--- src/rtl/dma_seq_pkg.sv ---
package dma_seq_pkg;

    localparam int DEF_ADDR_W = 16;
    localparam int DEF_PAGE_W = 8;

    typedef enum logic {
        XFER_BYTE = 1'b0,
        XFER_WORD = 1'b1
    } xfer_mode_e;

    typedef struct packed {
        logic accept;   // strobe taken this cycle
        logic last;     // count sits at zero
        logic reload;   // autoinit restart at terminal count
    } step_ctl_t;

endpackage

--- src/rtl/dma_addr_ctr.sv ---
module dma_addr_ctr #(
    parameter int W = dma_seq_pkg::DEF_ADDR_W
) (
    input  logic         clk,
    input  logic         rst,
    input  logic         load_i,
    input  logic [W-1:0] base_i,
    input  logic         step_i,
    input  logic         reload_i,
    output logic [W-1:0] cur_o
);

    logic [W-1:0] base_q;
    logic [W-1:0] cur_q;

    always_ff @(posedge clk) begin
        if (rst) begin
            base_q <= '0;
            cur_q  <= '0;
        end else if (load_i) begin
            base_q <= base_i;
            cur_q  <= base_i;
        end else if (reload_i) begin
            cur_q  <= base_q;
        end else if (step_i) begin
            cur_q  <= cur_q + W'(1);   // wraps inside W bits, never into page
        end
    end

    assign cur_o = cur_q;


    addr_step_chk: assert property (@(posedge clk) disable iff (rst)
        (step_i && !load_i && !reload_i) |=> (cur_o == $past(cur_o) + W'(1)));


    addr_load_chk: assert property (@(posedge clk) disable iff (rst)
        load_i |=> (cur_o == $past(base_i)));

endmodule

--- src/rtl/dma_cnt_ctr.sv ---
module dma_cnt_ctr #(
    parameter int W = dma_seq_pkg::DEF_ADDR_W
) (
    input  logic         clk,
    input  logic         rst,
    input  logic         load_i,
    input  logic [W-1:0] base_i,
    input  logic         step_i,
    input  logic         autoinit_i,
    output logic         last_o,
    output logic         active_o
);

    logic [W-1:0] base_q;
    logic [W-1:0] cur_q;
    logic         mask_q;

    assign last_o   = (cur_q == '0);
    assign active_o = ~mask_q;

    always_ff @(posedge clk) begin
        if (rst) begin
            base_q <= '0;
            cur_q  <= '0;
            mask_q <= 1'b1;
        end else if (load_i) begin
            base_q <= base_i;
            cur_q  <= base_i;
            mask_q <= 1'b0;
        end else if (step_i) begin
            if (last_o && autoinit_i) begin
                cur_q <= base_q;
            end else begin
                cur_q <= cur_q - W'(1);
                if (last_o) mask_q <= 1'b1;
            end
        end
    end


    tc_masks_chk: assert property (@(posedge clk) disable iff (rst)
        (step_i && last_o && !autoinit_i && !load_i) |=> !active_o);


    auto_stays_chk: assert property (@(posedge clk) disable iff (rst)
        (step_i && last_o && autoinit_i && !load_i) |=> active_o);


    load_unmask_chk: assert property (@(posedge clk) disable iff (rst)
        load_i |=> active_o);

endmodule

--- src/rtl/dma_phys_map.sv ---
module dma_phys_map
    import dma_seq_pkg::*;
#(
    parameter int ADDR_W = DEF_ADDR_W,
    parameter int PAGE_W = DEF_PAGE_W,
    localparam int PHYS_W = ADDR_W + PAGE_W
) (
    input  logic [PAGE_W-1:0] page_i,
    input  logic [ADDR_W-1:0] addr_i,
    input  xfer_mode_e        mode_i,
    output logic [PHYS_W-1:0] phys_o
);

    always_comb begin
        if (mode_i == XFER_WORD) begin
            phys_o = {page_i[PAGE_W-1:1], addr_i, 1'b0};
        end else begin
            phys_o = {page_i, addr_i};
        end
    end

endmodule

--- src/rtl/dma_xfer_seq.sv ---
module dma_xfer_seq
    import dma_seq_pkg::*;
#(
    parameter int ADDR_W = DEF_ADDR_W,
    parameter int PAGE_W = DEF_PAGE_W,
    localparam int PHYS_W = ADDR_W + PAGE_W
) (
    input  logic              clk,
    input  logic              rst,
    input  logic              load_i,
    input  logic [ADDR_W-1:0] base_addr_i,
    input  logic [ADDR_W-1:0] base_cnt_i,
    input  logic [PAGE_W-1:0] page_i,
    input  logic              word_mode_i,
    input  logic              autoinit_i,
    input  logic              strobe_i,
    output logic [PHYS_W-1:0] bus_addr_o,
    output logic              word_xfer_o,
    output logic              tc_o
);

    logic [PAGE_W-1:0] page_q;
    logic [ADDR_W-1:0] cur_addr;
    logic              active;
    step_ctl_t         ctl;
    xfer_mode_e        mode;

    assign mode       = xfer_mode_e'(word_mode_i);
    assign ctl.accept = strobe_i & ~load_i & active;
    assign ctl.reload = ctl.accept & ctl.last & autoinit_i;

    always_ff @(posedge clk) begin
        if (rst) begin
            page_q <= '0;
        end else if (load_i) begin
            page_q <= page_i;
        end
    end

    dma_cnt_ctr #(.W(ADDR_W)) u_cnt (
        .clk        (clk),
        .rst        (rst),
        .load_i     (load_i),
        .base_i     (base_cnt_i),
        .step_i     (ctl.accept),
        .autoinit_i (autoinit_i),
        .last_o     (ctl.last),
        .active_o   (active)
    );

    dma_addr_ctr #(.W(ADDR_W)) u_addr (
        .clk      (clk),
        .rst      (rst),
        .load_i   (load_i),
        .base_i   (base_addr_i),
        .step_i   (ctl.accept),
        .reload_i (ctl.reload),
        .cur_o    (cur_addr)
    );

    dma_phys_map #(.ADDR_W(ADDR_W), .PAGE_W(PAGE_W)) u_map (
        .page_i (page_q),
        .addr_i (cur_addr),
        .mode_i (mode),
        .phys_o (bus_addr_o)
    );

    assign word_xfer_o = (mode == XFER_WORD);
    assign tc_o        = ctl.accept & ctl.last;


    word_lsb_chk: assert property (@(posedge clk) disable iff (rst)
        word_xfer_o |-> (bus_addr_o[0] == 1'b0));


    load_wins_chk: assert property (@(posedge clk) disable iff (rst)
        load_i |-> !tc_o);


    masked_hold_chk: assert property (@(posedge clk) disable iff (rst)
        (!active && !load_i) |=> $stable(cur_addr));

endmodule

--- config.mk ---
export PLATFORM = sky130hd
export DESIGN_NAME = dma_xfer_seq
export DESIGN_NICKNAME = d
export VERILOG_FILES = /design/src/rtl/dma_seq_pkg.sv /design/src/rtl/dma_addr_ctr.sv /design/src/rtl/dma_cnt_ctr.sv /design/src/rtl/dma_phys_map.sv /design/src/rtl/dma_xfer_seq.sv
export SDC_FILE = /design/constraint.sdc
export NUM_CORES = 1
export LEC_CHECK = 0
export BUFFER_PORTS_ARGS = -buffer_cell sky130_fd_sc_hd__buf_2
export CAP_MARGIN = 20
export CELL_PAD_IN_SITES_DETAIL_PLACEMENT = 1
export CELL_PAD_IN_SITES_GLOBAL_PLACEMENT = 2
export CORE_MARGIN = 2
export CORE_UTILIZATION = 36
export DETAILED_ROUTE_END_ITERATION = 12
export GPL_ROUTABILITY_DRIVEN = 0
export GPL_TIMING_DRIVEN = 0
export PLACE_DENSITY = 0.87
export SLEW_MARGIN = 0
export SYNTH_ARGS = -nofsm -noshare
export SYNTH_HDL_FRONTEND = slang
export SYNTH_SLANG_ARGS = --single-unit
--- constraint.sdc ---
create_clock -name clk -period 3.1 [get_ports clk]
set_clock_uncertainty 0.05 [all_clocks]
set_input_delay 0.465 -clock clk [delete_from_list [all_inputs] [get_ports clk]]
set_output_delay 0.465 -clock clk [all_outputs]
set_load 0.005 [all_outputs]
==> results_dict.tcl <==
set metrics [dict create \
    status "complete, no violations" \
    place_ws_ns 0.489 \
    cts_sinks 73 \
    setup_violations 0 \
    num_vias 4146 \
    initial_core_util 0.372 \
    synth-main-ff-cell "dfxtp_1" \
    antenna_cells 0 \
    vias_per_cell 5.75 \
    grt_antenna_before_repair 0 \
    crit_start "u_cnt.mask_q$_SDFFE_PP1P_" \
    place_hpwl_um 10600 \
    io_buffers 70 \
    path_max_fanout 10 \
    synth_cell_types 63 \
    tns_ns 0 \
    fin_crit_sh 0.824 \
    drtAntennaViolNets 0 \
    seq_area_frac_synth 0.357 \
    grt_max_degree 14 \
    end_kind "output pin" \
    p_leak_uw 0.00203 \
    rows 38 \
    tightest_slew_ns 0.789 \
    drc 0 \
    max_freq_mhz 392 \
    crit_end "tc_o" \
    hold_viol 0 \
    cts_resized 0 \
    hold_buffers 0 \
    dr.pass1.iters 5 \
    worstSetupPathType "reg2out" \
    period_needed_ns 2.55 \
    nets 626 \
    clockBufferDepth 2 \
    path_clk_slew_ns 0.06 \
    wire_per_inst_um 20.6 \
    finalPower_uw 2730 \
    cp_slowest_cell "nor3_1" \
    boundaryPins 72 \
    max_cap_viol_count 0 \
    hold_path.class "in2reg" \
    postCtsSetupBuffers 0 \
    peakVddDrop_v 0.000262 \
    slowest_delay_ns 0.43 \
    worst_slack_ns 0.547 \
    final_area_mm2 0.00496 \
    yosysWarnings 0 \
    grt_pass1_wl_um 23600 \
    dieArea_mm2 0.0122 \
    rsz0062_at_grt "false" \
    path_cells "nor2b_1 -> buf_2 -> nand2_1 -> nor3_1 -> buf_2" \
    crit_top_cell "buf_2" \
    die-width_um 111 \
    slew_headroom 0.469 \
    synth-edff-count 0 \
    core_mm2 0.0110 \
    drive_gt1_frac 0.232 \
    reg2reg_slack_ns 0.69 \
    worstReg2RegEnd "u_cnt.cur_q[8]$_SDFFE_PP0P_" \
    slew_violations 0 \
    r2r_cells 8 \
    synth.top_cells.by_area "dfxtp_1, a21oi_1, mux2i_1, nand2_1, mux2_2" \
    synth.cell_area_mm2 0.00409 \
    required_ns 2.58 \
    synthArstFlopShare 0 \
    power_density_mw_per_mm2 550 \
    worstSetupStartpointType "register" \
    syn_nets 545 \
    die_h_um 111 \
    cts_tree "yes" \
    cts-root-buf "clkbuf_16" \
    cts_buffers 9 \
    wl_um 14900 \
    htree_num_levels 3 \
    grt_pass1_vias 4468 \
    yosysTopAreaCell "dfxtp_1" \
    arrival_ns 2.04 \
    reg2reg_from "u_cnt.cur_q[0]$_SDFFE_PP0P_" \
    worstSkewPairLatency_ns 0.34 \
    grt_use_total 0.244 \
    syn_inst 496 \
    ys_seq_elements 73 \
    drt_iter0_markers 235 \
    avgSynthCellArea_um2 8.25 \
    area_growth_pct 21.2 \
    yosysTopAreaCellShare 0.357 \
    grt_overflow 0 \
    place_area_mm2 0.00462 \
]
==> sequential cells by signal, indices dropped and copies added, names as in the netlist <==
signal,cells
u_cnt.base_q,16
page_q,8
u_cnt.mask_q,1
u_cnt.cur_q,16
u_addr.base_q,16
u_addr.cur_o,16
==> report_power, final <==
| group | switching [µW] | internal (µW) |
|---|---|---|
| Clock | 429 | 786 |
| Sequential | 66.2 | 1000 |
| Combinational | 255 | 189 |
==> cells in the mapped netlist, drive strengths merged (6+ instances only) <==
cell / count
a221oi: 6
nand2: 57
buf: 27
mux2i: 24
mux2: 16
nor2: 37
o31ai: 7
nand4: 9
nand3: 19
o22ai: 6
o21ai: 25
clkbuf: 22
a21oi: 50
nor3: 15
dfxtp: 73
xnor2: 8
inv: 12
==> area by class of cell <==
class / count / area [µm²]
Clock inverter: 6 / 115
Multi-Input combinational cell: 362 / 2330
Tap cell: 140 / 175
Clock buffer: 9 / 225
Fill cell: 1363 / 6030
Inverter: 12 / 45.0
Buffer: 49 / 256
Sequential cell: 73 / 1460
Timing Repair Buffer: 70 / 350
==> critical path: cells and delay by family, from the launching register on <==
| kind | cells | cell delay [ns] |
|---|---|---|
| and+or+nand+nor | 3 | 0.90 |
| buffers and inverters | 2 | 0.45 |
| DFF | 1 | 0.33 |
==> per-stage QoR <==
| step | instances | hold WS (ns) | util |
|---|---|---|---|
| global placement | 706 | 0.400 | 0.420 |
| floorplan | 496 | 0.391 | - |
| detailed placement | 706 | 0.407 | 0.420 |
| CTS | 721 | 0.315 | 0.451 |
| finish | 721 | 0.318 | 0.451 |
| global route | 721 | 0.327 | 0.451 |
==> kinds of logic (layout without fill, tap and decap cells) <==
kind of cell	after synthesis	in the layout	synth area share
AND/OR/NAND/NOR	171	171	0.215
AO/OA/AOI/OAI	136	136	0.217
flip-flops	73	73	0.357
buffers and inverters	61	146	0.0737
multiplexers	40	40	0.103
XOR/XNOR	12	12	0.0257
adder cells (fa/ha/maj)	3	3	0.00918
==> routing by layer <==
layer,part of all wire,vias to the layer above,routed length (µm),track usage
met3,0.049,38,729,0.0434
met4,0.031,0,466,0.124
met1,0.43,2031,6400,0.299
met5,0,-,0,0
li1,-,1961,-,-
met2,0.49,116,7260,0.411
==> how the worst min path moves through the flow <==
stage,startpoint,slack (ns),endpoint,cells past startpoint
floorplan,u_cnt.base_q[2]$_SDFFE_PP0P_,0.39,u_cnt.base_q[2]$_SDFFE_PP0P_,2
global placement,u_addr.base_q[14]$_SDFFE_PP0P_,0.40,u_addr.base_q[14]$_SDFFE_PP0P_,2
detailed placement,u_addr.base_q[13]$_SDFFE_PP0P_,0.41,u_addr.base_q[13]$_SDFFE_PP0P_,2
CTS,page_i[6],0.31,page_q[6]$_SDFFE_PP0P_,3
global route,page_i[0],0.33,page_q[0]$_SDFFE_PP0P_,3
finish,page_i[6],0.32,page_q[6]$_SDFFE_PP0P_,3
==> placed cells by master (no fill, tap or decap), types with 8 or more instances in the layout <==
cell and count:
a21oi_1 50, buf_2 77, buf_4 9, clkbuf_1 22, clkbuf_16 9, dfxtp_1 73
inv_1 12, mux2_2 15, mux2i_1 24, nand2_1 57, nand3_1 19, nand4_1 8
nor2_1 37, nor3_1 15, o21ai_0 21, xnor2_1 8
Power figures use the tool's default switching activity.
